`config.mk`:
```
export PLATFORM = sky130hd
export DESIGN_NAME = rx_byte_queue
export DESIGN_NICKNAME = d
export VERILOG_FILES = /design/src/rtl/rxq_pkg.sv /design/src/rtl/rxq_store.sv /design/src/rtl/rxq_flags.sv /design/src/rtl/rx_byte_queue.sv
export SDC_FILE = /design/constraint.sdc
export NUM_CORES = 1
export LEC_CHECK = 0
export BUFFER_PORTS_ARGS = -buffer_cell sky130_fd_sc_hd__buf_2
export CAP_MARGIN = 10
export CORE_UTILIZATION = 40
export DETAILED_ROUTE_END_ITERATION = 7
export GPL_ROUTABILITY_DRIVEN = 0
export HOLD_SLACK_MARGIN = 0.1
export PLACE_DENSITY_LB_ADDON = 0.05
export SLEW_MARGIN = 20
export SYNTH_ARGS = -nofsm -noshare
export SYNTH_HDL_FRONTEND = slang
export SYNTH_SLANG_ARGS = --single-unit
```
`constraint.sdc`:
```
create_clock -name clk -period 4.15 [get_ports clk]
set_input_delay 0 -clock clk [delete_from_list [all_inputs] [get_ports clk]]
set_output_delay 0 -clock clk [all_outputs]
set_load 0.1 [all_outputs]
```
`src/rtl/rxq_pkg.sv`:
```
package rxq_pkg;
  // Limit a software-written threshold to the largest legal value.
  function automatic int unsigned clamp_thr(int unsigned raw, int unsigned top);
    return (raw > top) ? top : raw;
  endfunction

  // Occupancy after one cycle of accepted push/pop traffic.
  function automatic int unsigned next_level(int unsigned cur, logic push, logic pop);
    int unsigned n;
    n = cur;
    if (push && !pop) n = cur + 1;
    if (pop && !push) n = cur - 1;
    return n;
  endfunction

  // Pointer advance with wrap for any depth.
  function automatic int unsigned wrap_inc(int unsigned p, int unsigned depth);
    return (p == depth - 1) ? 0 : p + 1;
  endfunction
endpackage

```
`src/rtl/rxq_store.sv`:
```
module rxq_store #(
  parameter int DEPTH  = 16,
  parameter int DATA_W = 8,
  localparam int PTR_W = (DEPTH > 1) ? $clog2(DEPTH) : 1,
  localparam int LVL_W = $clog2(DEPTH + 1)
) (
  input  logic              clk,
  input  logic              rst_n,
  input  logic              flush,
  input  logic              push_ok,
  input  logic [DATA_W-1:0] push_data,
  input  logic              pop_ok,
  output logic [DATA_W-1:0] head_data,
  output logic [LVL_W-1:0]  count
);
  import rxq_pkg::*;

  logic [DATA_W-1:0] mem [DEPTH];
  logic [PTR_W-1:0]  wr_ptr, rd_ptr;

  always_ff @(posedge clk) begin
    if (push_ok && !flush) mem[wr_ptr] <= push_data;
  end

  always_ff @(posedge clk or negedge rst_n) begin
    if (!rst_n) begin
      wr_ptr <= '0;
      rd_ptr <= '0;
      count  <= '0;
    end else if (flush) begin
      wr_ptr <= '0;
      rd_ptr <= '0;
      count  <= '0;
    end else begin
      if (push_ok) wr_ptr <= PTR_W'(wrap_inc(int'(wr_ptr), DEPTH));
      if (pop_ok)  rd_ptr <= PTR_W'(wrap_inc(int'(rd_ptr), DEPTH));
      count <= LVL_W'(next_level(int'(count), push_ok, pop_ok));
    end
  end

  assign head_data = mem[rd_ptr];

  AST_COUNT_UP: assert property (@(posedge clk) disable iff (!rst_n)
    push_ok && !pop_ok && !flush |=> count == $past(count) + 1'b1);
  AST_COUNT_DOWN: assert property (@(posedge clk) disable iff (!rst_n)
    pop_ok && !push_ok && !flush |=> count == $past(count) - 1'b1);
endmodule

```
`src/rtl/rxq_flags.sv`:
```
module rxq_flags #(
  parameter int DEPTH = 16,
  parameter int THR_W = 8,
  localparam int LVL_W = $clog2(DEPTH + 1)
) (
  input  logic             clk,
  input  logic             rst_n,
  input  logic             enable,
  input  logic             flush,
  input  logic             thr_wr,
  input  logic [THR_W-1:0] thr_wdata,
  input  logic             push_seen,
  input  logic             pop_ok,
  input  logic [LVL_W-1:0] level_nx,
  input  logic             ovf_ev,
  input  logic             unf_ev,
  input  logic             clr_over,
  input  logic             clr_under,
  output logic [THR_W-1:0] thr_q,
  output logic             rx_full,
  output logic             rx_over,
  output logic             rx_under
);
  import rxq_pkg::*;

  logic [THR_W-1:0] thr_new;
  logic             above_new, above_cur;

  assign thr_new   = THR_W'(clamp_thr(int'(thr_wdata), DEPTH - 1));
  assign above_new = int'(level_nx) > int'(thr_new);
  assign above_cur = int'(level_nx) > int'(thr_q);

  always_ff @(posedge clk or negedge rst_n) begin
    if (!rst_n) thr_q <= '0;
    else if (thr_wr) thr_q <= thr_new;
  end

  always_ff @(posedge clk or negedge rst_n) begin
    if (!rst_n)                      rx_full <= 1'b0;
    else if (flush)                  rx_full <= 1'b0;
    else if (thr_wr)                 rx_full <= above_new && enable;
    else if (push_seen && above_cur) rx_full <= 1'b1;
    else if (pop_ok && !above_cur)   rx_full <= 1'b0;
  end

  always_ff @(posedge clk or negedge rst_n) begin
    if (!rst_n) begin
      rx_over  <= 1'b0;
      rx_under <= 1'b0;
    end else if (flush) begin
      rx_over  <= 1'b0;
      rx_under <= 1'b0;
    end else begin
      if (ovf_ev)         rx_over <= 1'b1;
      else if (clr_over)  rx_over <= 1'b0;
      if (unf_ev)         rx_under <= 1'b1;
      else if (clr_under) rx_under <= 1'b0;
    end
  end

  AST_THR_CLAMP: assert property (@(posedge clk) disable iff (!rst_n)
    thr_wr && (int'(thr_wdata) > DEPTH - 1) |=> int'(thr_q) == DEPTH - 1);
  AST_OVER_SET: assert property (@(posedge clk) disable iff (!rst_n)
    ovf_ev && !flush |=> rx_over);
  AST_UNDER_SET: assert property (@(posedge clk) disable iff (!rst_n)
    unf_ev && !flush |=> rx_under);
  AST_FLUSH_CLEAR: assert property (@(posedge clk) disable iff (!rst_n)
    flush |=> !rx_full && !rx_over && !rx_under);
  AST_THR_DISABLED: assert property (@(posedge clk) disable iff (!rst_n)
    thr_wr && !enable |=> !rx_full);
endmodule

```
`src/rtl/rx_byte_queue.sv`:
```
module rx_byte_queue #(
  parameter int DEPTH  = 16,
  parameter int DATA_W = 8,
  parameter int THR_W  = 8,
  localparam int LVL_W = $clog2(DEPTH + 1)
) (
  input  logic              clk,
  input  logic              rst_n,
  input  logic              enable,
  input  logic              receiving,
  input  logic              engine_idle,
  input  logic              flush,
  input  logic              push_valid,
  input  logic [DATA_W-1:0] push_data,
  input  logic              pop_req,
  output logic [DATA_W-1:0] pop_data,
  input  logic              thr_wr,
  input  logic [THR_W-1:0]  thr_wdata,
  output logic [THR_W-1:0]  thr_value,
  output logic [LVL_W-1:0]  level,
  output logic              rx_full,
  output logic              rx_over,
  output logic              rx_under,
  input  logic              clr_over,
  input  logic              clr_under
);
  import rxq_pkg::*;

  // Named internal events, shared by the submodules and the assertions.
  logic              q_empty, q_full;
  logic              pop_ok, push_ok, ovf_ev, unf_ev;
  logic [LVL_W-1:0]  level_nx;
  logic [DATA_W-1:0] head_data;

  assign q_empty  = (level == '0);
  assign q_full   = (int'(level) == DEPTH);
  assign pop_ok   = pop_req && receiving && !q_empty;
  assign push_ok  = push_valid && (!q_full || pop_ok);
  assign ovf_ev   = push_valid && q_full && !pop_ok;
  assign unf_ev   = pop_req && (receiving ? q_empty : !engine_idle);
  assign level_nx = LVL_W'(next_level(int'(level), push_ok, pop_ok));
  assign pop_data = pop_ok ? head_data : '0;

  rxq_store #(.DEPTH(DEPTH), .DATA_W(DATA_W)) u_store (
    .clk       (clk),
    .rst_n     (rst_n),
    .flush     (flush),
    .push_ok   (push_ok),
    .push_data (push_data),
    .pop_ok    (pop_ok),
    .head_data (head_data),
    .count     (level)
  );

  rxq_flags #(.DEPTH(DEPTH), .THR_W(THR_W)) u_flags (
    .clk       (clk),
    .rst_n     (rst_n),
    .enable    (enable),
    .flush     (flush),
    .thr_wr    (thr_wr),
    .thr_wdata (thr_wdata),
    .push_seen (push_valid),
    .pop_ok    (pop_ok),
    .level_nx  (level_nx),
    .ovf_ev    (ovf_ev),
    .unf_ev    (unf_ev),
    .clr_over  (clr_over),
    .clr_under (clr_under),
    .thr_q     (thr_value),
    .rx_full   (rx_full),
    .rx_over   (rx_over),
    .rx_under  (rx_under)
  );

  AST_LEVEL_BOUND: assert property (@(posedge clk) disable iff (!rst_n)
    int'(level) <= DEPTH);
  AST_PAIR_LEVEL: assert property (@(posedge clk) disable iff (!rst_n)
    push_ok && pop_ok && !flush |=> $stable(level));
  AST_DROP_KEEPS: assert property (@(posedge clk) disable iff (!rst_n)
    ovf_ev && !flush |=> int'(level) == DEPTH);
  AST_IDLE_READ: assert property (@(posedge clk) disable iff (!rst_n)
    pop_req && !receiving && !flush && !push_valid |=> $stable(level));
  AST_FULL_SET: assert property (@(posedge clk) disable iff (!rst_n)
    push_valid && !flush && !thr_wr && (int'(level_nx) > int'(thr_value)) |=> rx_full);
endmodule

```
==> impl_metrics.yaml, run 1 <==
route:
  viasPerCell: 5.16
  routedWlPerCell_um: 20.0
  remaining_drc_errors: 0
  drtAntennaViolNets: 0
  drtIter0Drc: 267
  via_count: 3666
  first_pass_iters: 4
  wl_um: 14200
outcome:
  status: "completed"
timing:
  fin_crit_ns: 3.24
  worstMarginPinSlew_ns: 1.02
  fin_setup_tns_ns: 0
  rsz0062_at_grt: "no"
  fmax_ghz: 0.309
  min_period_over_period: 0.781
  hold_viol: 0
  slew_violations: 0
  relSlewSlack: 0.315
  setup_viol_count_final: 0
  skew_ns: 0.00653
global_route:
  gr-total-overflow: 0
  grt_max_degree: 29
  antenna_found_initial: 0
  grt_pass1_wl_um: 21700
  grt_usage: 0.182
  grt_pass1_vias: 3793
logic_synthesis:
  synthFlopType: "edfxtp_1"
  synth_cells: 398
  synthTopCellsByArea: "edfxtp_1 58%, mux4_2 11%, dfrtp_1 9.1%"
  syn_area_mm2: 0.00662
  synth_edf_count: 128
  ys_types: 52
  synth_seq_cells: 152
  synth_top_area_share: 0.581
  synthTopCellsByCount: "128 x edfxtp_1, 32 x mux4_2, 29 x nor2_1, 24 x dfrtp_1"
  async_flop_share: 0.158
  synth_area_leader_cell: "edfxtp_1"
  synth_warnings: 0
  seq_area_frac_synth: 0.672
  yosysMostFrequentCell: "edfxtp_1"
  syn_avg_cell_area_um2: 16.6
  synthesis.nets: 443
floorplan:
  die-area_mm2: 0.0171
  die_h_um: 131
  start_util: 0.414
  core_area_mm2: 0.0160
  dieWidth_um: 131
  ios: 51
  rows: 46
worst_setup_path:
  critPathRequiredTime_ns: 4.45
  path_cells: "inv_1 > ha_1 > or3b_2 > o21ai_0 > o22ai_1 > mux2i_1 > ha_1 > nor2b_1 > o21bai_1 > a21oi_1 > o31a_1"
  slowest_stage: "or3b_2"
  critPathMaxStageDelay_ns: 0.48
  worstSetupStartpointType: "flop"
  r2r_setup_slack_ns: 0.91
  critical_path_peak_fanout: 6
  crit_path_end_kind: "flop"
  cp.arrival_ns: 3.54
  crit_top_cell: "ha_1"
  worstSetupPathType: "flop to flop"
placed_design:
  place_area_mm2: 0.00709
  place_hpwl_um: 9030
  port_buffers: 50
  place_inst: 649
flow_run:
  max-cap-violations: 0
cts:
  cts-resized-gates: 0
  cts_sinks: 152
  clk_latency_ns: 0.42
  clk_pin_slew_worst_paths_ns: 0.06
  h-tree-depth: 4
  cts_max_path_buffers: 2
  cts_buffers: 17
  cts_tree: "built"
  cts_setup_buffers: 0
  ctsRootBufferMaster: "clkbuf_16"
final_layout:
  diodes: 0
  final_nets: 527
  nFillCells: 1418
  utilization: 0.496
  final_cell_area_mm2: 0.00794
  drive_gt1_frac: 0.257
  final_cells: 711
  syn_to_final_growth_pct: 20.0
power:
  finalPower_mw: 3.58
  powerDensity_mw_per_mm2: 451
  leakage_nw: 2.82
  irDropWorstVdd_v: 0.000304
worst_hold_path:
  min_path_type: "input pin to async pin"
## worst max-delay path, delay by kind of cell, from the launching register on
| kind | cells | cell delay, ns |
|---|---|---|
| AO/OA/AOI/OAI | 5 | 1.16 |
| multiplexers | 1 | 0.28 |
| AND/OR/NAND/NOR | 2 | 0.61 |
| adder cells (fa/ha/maj) | 2 | 0.50 |
| buffers and inverters | 1 | 0.15 |
| flip-flops | 1 | 0.43 |
## layer usage
metal  up-vias  track usage  share of wire
met5         -            0              0
met4         0       0.0669          0.012
met3        11       0.0371          0.031
met2        62        0.318           0.52
met1      1873        0.222           0.44
li1       1720            -              -
## power by group
| group | total, mW | switching (mW) | internal [mW] |
|---|---|---|---|
| clock network | 1.45 | 0.574 | 0.873 |
| registers | 1.71 | 0.0291 | 1.68 |
| logic | 0.430 | 0.268 | 0.162 |
| total | 3.58 | 0.871 | 2.71 |
## path summary, 6_finish.rpt
check / cells past startpoint / to / start
worst max-delay path: 11 / u_flags.rx_full / u_store.count[0]
worst min-delay path: 2 / u_flags.rx_under / rst_n
worst max register to register: 11 / u_flags.rx_full / u_store.count[0]
worst min register to register: 1 / u_flags.thr_q[6] / u_flags.thr_q[6]
max in group asynchronous: 2 / u_store.rd_ptr[0] / rst_n
min in group clk: 5 / u_store.wr_ptr[2] / receiving
## cells by family (layout without fill, tap and decap cells)
logic type / after synthesis / after routing / share of synthesized area
simple gates: 85 / 85 / 0.0633
fa+ha+maj: 18 / 18 / 0.0340
mux: 55 / 55 / 0.146
xor+xnor: 6 / 6 / 0.00794
other cells: 1 / 1 / 0.000567
compound gates: 49 / 49 / 0.0541
flops: 152 / 152 / 0.672
buf+inv: 32 / 129 / 0.0227
## sequential cells by signal (all words and copies together) (netlist names)
name	count
u_store.mem	128
u_flags.thr_q	8
u_store.count	5
u_store.rd_ptr	4
u_store.wr_ptr	4
u_flags.rx_full	1
u_flags.rx_over	1
u_flags.rx_under	1
## stage by stage
| step | hold WS, ns | setup slack [ns] |
|---|---|---|
| 2_1_floorplan | -0.296 | 0.445 |
| 5_1_grt | 0.159 | 0.631 |
| 3_5_place_dp | 0.0404 | 0.911 |
| 3_3_place_gp | 0.0336 | 1.05 |
| 6_report | 0.112 | 0.910 |
| 4_1_cts | 0.131 | 0.907 |
## final cells by class
cell class	count	area (um2)	share of cell area
Tap cell	216	270	0.0340
Clock inverter	11	106	0.0134
Multi-Input combinational cell	214	2020	0.255
Sequential cell	152	4450	0.560
Clock buffer	21	440	0.0555
Inverter	10	37.5	0.00473
Timing Repair Buffer	87	616	0.0775
## timing repair
action	4_1_cts	5_1_grt
endpoints found under the hold margin	171	0
hold buffers	30	0
setup endpoints to repair	0	0
## layout by cell type, fill, tap and decap left out, types with 5 or more instances in the layout
cell	Yosys	routed
a21oi_1	15	15
buf_2	6	50
buf_4	0	6
clkbuf_16	0	17
dfrtp_1	24	23
dlygate4sd3_1	0	30
edfxtp_1	128	128
ha_1	18	18
inv_1	10	10
mux2i_1	18	18
mux4_2	32	32
nand2_1	18	18
nand3_1	5	5
nor2_1	29	29
nor2b_1	9	9
nor3_1	5	5
o22ai_1	10	10
(Power assumes the default switching activity.)
==> run 2, diff against run 1 <==
clock period = 2.8 ns   (was 4.15 ns; I/O delays follow)
==> run 2 against run 1 <==
  * The flow now finishes with violations (negative setup slack)
  * Register-to-register slack got worse by 0.97 ns
  * Sequential power up 47%
  * Via count up 2.7%
==> impl_metrics.yaml, run 2 (synthesis results as in run 1) <==
outcome:
  status: "finished, violations left"
  violations: "negative setup slack"
worst_hold_path:
  min_path_type: "input pin to flop"
route:
  remaining_drc_errors: 0
  viasPerCell: 5.14
  via_count: 3765
  routedWlPerCell_um: 20.1
  wl_um: 14700
  first_pass_iters: 4
  drtAntennaViolNets: 0
  drtIter0Drc: 281
global_route:
  grt_pass1_vias: 3899
  grt_pass1_wl_um: 22700
  gr-total-overflow: 0
  antenna_found_initial: 0
  grt_usage: 0.191
  grt_max_degree: 26
final_layout:
  regMostFlops: "u_store.mem"
  largest_reg_flops: 128
  final_cells: 733
  top_regs: "u_store.mem x128, u_flags.thr_q x8, u_store.count x5"
  diodes: 0
  layout_common_cells: "128 x edfxtp_1, 42 x buf_2, 38 x buf_4, 32 x mux4_2, 29 x nor2_1"
  final_cell_area_mm2: 0.00834
  syn_to_final_growth_pct: 26.0
  drive_gt1_frac: 0.362
  final_common_cell: "edfxtp_1"
  final_nets: 549
timing:
  worstMarginPinSlew_ns: 0.965
  setup_viol_count_final: 1
  fin_crit_ns: 2.86
  rsz0062_at_grt: "yes"
  hold_viol: 0
  min_period_over_period: 1.02
  fmax_ghz: 0.349
  skew_ns: 0.0101
  setup_slack_ns: -0.0616
  relSlewSlack: 0.355
  slew_violations: 0
floorplan:
  ios: 51
  die_h_um: 131
  die-area_mm2: 0.0171
  start_util: 0.414
  core_area_mm2: 0.0160
  rows: 46
  dieWidth_um: 131
worst_setup_path:
  cp.arrival_ns: 3.17
  critPathLaunch: "u_store.count[0]"
  worstSetupPathType: "flop to flop"
  rr_worst_depth: 11
  timing.rr.end: "u_flags.rx_full"
  r2r_setup_slack_ns: -0.06
  crit_path_end: "u_flags.rx_full"
  crit_path_end_kind: "flop"
  worst_r2r_startpoint: "u_store.count[0]"
  critical_path_peak_fanout: 6
  critPathRequiredTime_ns: 3.10
  worstSetupStartpointType: "flop"
cts:
  cts_tree: "built"
  h-tree-depth: 4
  cts_buffers: 17
  cts_sinks: 152
  ctsRootBufferMaster: "clkbuf_16"
  clk_pin_slew_worst_paths_ns: 0.07
  cts_max_path_buffers: 2
  clk_latency_ns: 0.41
flow_run:
  max-cap-violations: 0
power:
  leakage_nw: 3.00
  powerDensity_mw_per_mm2: 674
  irDropWorstVdd_v: 0.000364
placed_design:
  port_buffers: 50
  place_inst: 672
  place_area_mm2: 0.00739
  place_hpwl_um: 9740
## run 2: changes by cell type in the layout (fill, tap and decap cells not counted), sizes merged
cell,before,now
clkbuf,21,18
clkinv,8,7
buf,57,82
bufinv,2,3
inv,10,13
dlygate4sd3,30,27
## run 2: worst max-delay path: stages (launching register included)
cell and delay, ns:
dfrtp_4 0.49, inv_4 0.07, ha_4 0.12, or4b_4 0.47
and3b_2 0.32, a32oi_4 0.25, xnor2_2 0.12, ha_1 0.30
and3_4 0.17, a31oi_1 0.06, a21boi_2 0.15, o31a_1 0.23
## run 2: per-layer routing
metal | wire [um] | global-route usage | share of wire | vias to the layer above
li1 | - | - | - | 1767
met1 | 6500 | 0.244 | 0.44 | 1922
met2 | 7640 | 0.328 | 0.52 | 70
met3 | 463 | 0.0366 | 0.031 | 6
met4 | 127 | 0.0609 | 0.0086 | 0
met5 | 0 | 0 | 0 | -
## run 2: worst min-delay path by stage
stage | slack (ns) | cells after the start | end | start
2_1_floorplan | -0.30 | 0 | u_flags.rx_full | rst_n
3_3_place_gp | 0.04 | 1 | u_flags.rx_under | rst_n
3_5_place_dp | 0.05 | 1 | u_flags.rx_under | rst_n
4_1_cts | 0.10 | 4 | u_flags.thr_q[0] | thr_wdata[5]
5_1_grt | 0.15 | 4 | u_flags.thr_q[0] | thr_wdata[5]
6_report | 0.12 | 4 | u_flags.thr_q[0] | thr_wdata[5]
## run 2: report_power, final
part	switching [mW]	internal [mW]	total [mW]
combinational	0.465	0.327	0.793
clock	0.907	1.41	2.32
sequential	0.0177	2.49	2.51
total	1.39	4.23	5.62
## run 2: timing repair
action / CTS / global route
pin swaps: 2 / 12
cloned: 0 / 0
endpoints found under the hold margin: 171 / 0
endpoints found under the setup margin: 8 / 9
setup buffers: 1 / 1
resized for setup: 12 / 8
hold buffers: 27 / 0
## run 2: cell type report
class,count,area [um2]
Sequential cell,152,4460
Timing Repair Buffer,109,797
Inverter,10,42.5
Multi-Input combinational cell,214,2160
Clock inverter,14,174
Clock buffer,18,429
Fill cell,1397,7660
Tap cell,216,270
## run 2: stage by stage
stage          power, mW  setup slack (ns)  TNS [ns]  hold WS, ns   util
6_report            5.62           -0.0616   -0.0616        0.121  0.521
5_1_grt             5.84            -0.194    -0.194        0.147  0.521
4_1_cts             5.66           -0.0426   -0.0426        0.104  0.519
3_5_place_dp        3.30            -0.120    -0.120       0.0485  0.462
3_3_place_gp        3.29           -0.0807   -0.0807       0.0375  0.462
2_1_floorplan       3.08            -0.237    -0.237       -0.296      -
==> run 3, diff against run 2 <==
CORE_UTILIZATION = 54   (was 40)
==> run 3 against run 2 <==
  * The run still ends with negative setup slack left
  * Cell count decreased by 9.3%
  * Non-clock buffer count grew 1
  * Clock skew shrank 0.0040 ns
  * Die area shrank 26%
  * Critical path type unchanged
==> impl_metrics.yaml, run 3 (synthesis results as in run 1) <==
final_layout:
  layout_common_cells: "128 x edfxtp_1, 50 x buf_2, 32 x mux4_2, 32 x buf_4, 29 x nor2_1"
  syn_to_final_growth_pct: 25.3
  largest_reg_flops: 128
  diodes: 0
  regMostFlops: "u_store.mem"
  drive_gt1_frac: 0.361
  nFillCells: 826
  top_regs: "u_store.mem x128, u_flags.thr_q x8, u_store.count x5"
  final_nets: 550
  final_common_cell: "edfxtp_1"
timing:
  hold_viol: 0
  fin_crit_ns: 2.88
  worstMarginPinSlew_ns: 1.08
  fmax_ghz: 0.347
  setup_slack_ns: -0.0811
  skew_ns: 0.00610
  rsz0062_at_grt: "yes"
  min_period_over_period: 1.03
  slew_violations: 0
  relSlewSlack: 0.280
  setup_viol_count_final: 1
power:
  p_clk_frac: 0.434
  sw_frac_of_total: 0.231
  irDropWorstVdd_v: 0.000442
  powerDensity_mw_per_mm2: 699
  seq_power_share: 0.433
  switching_power_mw: 1.34
  finalPower_mw: 5.80
  p_comb_frac: 0.133
  leakage_nw: 3.03
  p_int_mw: 4.46
worst_setup_path:
  cp_num_buf_inv: 1
  worstSetupStartpointType: "flop"
  cp.arrival_ns: 3.19
  crit_family: "compound AO/OA/AOI/OAI gates"
  crit_path_end_kind: "flop"
  critPathMaxStageDelay_ns: 0.49
  path_cells: "inv_4 > ha_4 > or4b_4 > and3b_2 > a2bb2oi_4 > xnor2_2 > ha_1 > a21o_1 > a21oi_2 > a21oi_1 > o31a_1"
  slowest_stage: "dfrtp_4"
  critical_path_peak_fanout: 6
  worstSetupPathType: "flop to flop"
  r2r_setup_slack_ns: -0.08
  critPathRequiredTime_ns: 3.11
outcome:
  violations: "negative setup slack"
  status: "finished, violations left"
route:
  drtAntennaViolNets: 0
  remaining_drc_errors: 0
  viasPerCell: 5.69
  first_pass_iters: 4
  via_count: 3785
  drtIter0Drc: 313
  wl_um: 13800
  routedWlPerCell_um: 20.8
floorplan:
  start_util: 0.553
  die_h_um: 113
  core_area_mm2: 0.0120
  rows: 40
  die-area_mm2: 0.0127
  dieWidth_um: 113
  ios: 51
flow_run:
  max-cap-violations: 0
placed_design:
  dpl_worst_slack_ns: -0.152
  place_hpwl_um: 8870
  port_buffers: 50
global_route:
  grt_pass1_wl_um: 21400
  grt_usage: 0.240
  grt_max_degree: 33
  grt_pass1_vias: 3873
  antenna_found_initial: 0
  gr-total-overflow: 0
cts:
  clk_pin_slew_worst_paths_ns: 0.06
  cts_sinks: 152
  ctsRootBufferMaster: "clkbuf_16"
  h-tree-depth: 4
  cts_tree: "built"
  cts_buffers: 17
  cts_max_path_buffers: 2
  clk_latency_ns: 0.42
worst_hold_path:
  min_path_type: "input pin to async pin"
[run 3: changes by cell type in the layout (fill, tap and decap cells not counted), sizes merged]
cell	before	now
buf	82	83
bufinv	3	5
clkbuf	18	21
inv	13	10
clkinv	7	3
clkinvlp	1	3
[run 3: what timing repair did]
item,4_1_cts,5_1_grt
endpoints found under the setup margin,1,1
cloned,0,0
hold buffers,27,0
pin swaps,3,14
gates resized for setup,3,4
setup buffers,1,3
endpoints found under the hold margin,173,0
[run 3: path summary, 6_finish.rpt]
check,startpoint,end,cells after the start
max,u_store.count[0],u_flags.rx_full,11
min,rst_n,u_flags.rx_under,2
max reg2reg,u_store.count[0],u_flags.rx_full,11
min reg2reg,u_flags.thr_q[5],u_flags.thr_q[5],1
max in group asynchronous,rst_n,u_store.count[0],2
min in group clk,thr_wdata[5],u_flags.thr_q[0],4
[run 3: per-stage QoR]
stage               instance area [um2]  utilization  hold slack (ns)  std cells  setup TNS, ns
floorplan                          6740            -           -0.296        398         -0.237
global placement                   7290        0.610           0.0383        602        -0.0614
detailed placement                 7290        0.610           0.0397        602         -0.152
CTS                                8250        0.690            0.103        662        -0.0538
global route                       8290        0.693            0.146        665         -0.161
finish                             8290        0.693            0.124        665        -0.0811
[run 3: layout make-up]
type	count	area [um2]	area share
clock buffers	21	470	0.0567
multi-input cells	214	2160	0.260
repair buffers	110	781	0.0942
well taps	147	184	0.0222
inverters	10	42.5	0.00513
flip-flops and latches	152	4460	0.538
clock inverters	11	195	0.0235
[run 3: worst register-to-register path, cell delays in order, from the launching register on]
cell and delay (ns):
dfrtp_4 0.49, inv_4 0.07, ha_4 0.13, or4b_4 0.47, and3b_2 0.32, a2bb2oi_4 0.20
xnor2_2 0.13, ha_1 0.28, a21o_1 0.18, a21oi_2 0.14, a21oi_1 0.08, o31a_1 0.27
[run 3: layer usage]
| layer | track usage | vias up | share of wire |
|---|---|---|---|
| li1 | - | 1774 | - |
| met1 | 0.311 | 1914 | 0.45 |
| met2 | 0.398 | 80 | 0.50 |
| met3 | 0.0600 | 17 | 0.037 |
| met4 | 0.0871 | 0 | 0.017 |
| met5 | 0 | - | 0 |
[run 3: power groups by stage]
stage               logic (mW)  clock network [mW]  registers [mW]
floorplan                0.436                   0            2.64
global placement         0.715                   0            2.55
detailed placement       0.727                   0            2.55
CTS                      0.760                2.55            2.51
global route             0.827                2.65            2.51
finish                   0.771                2.52            2.51
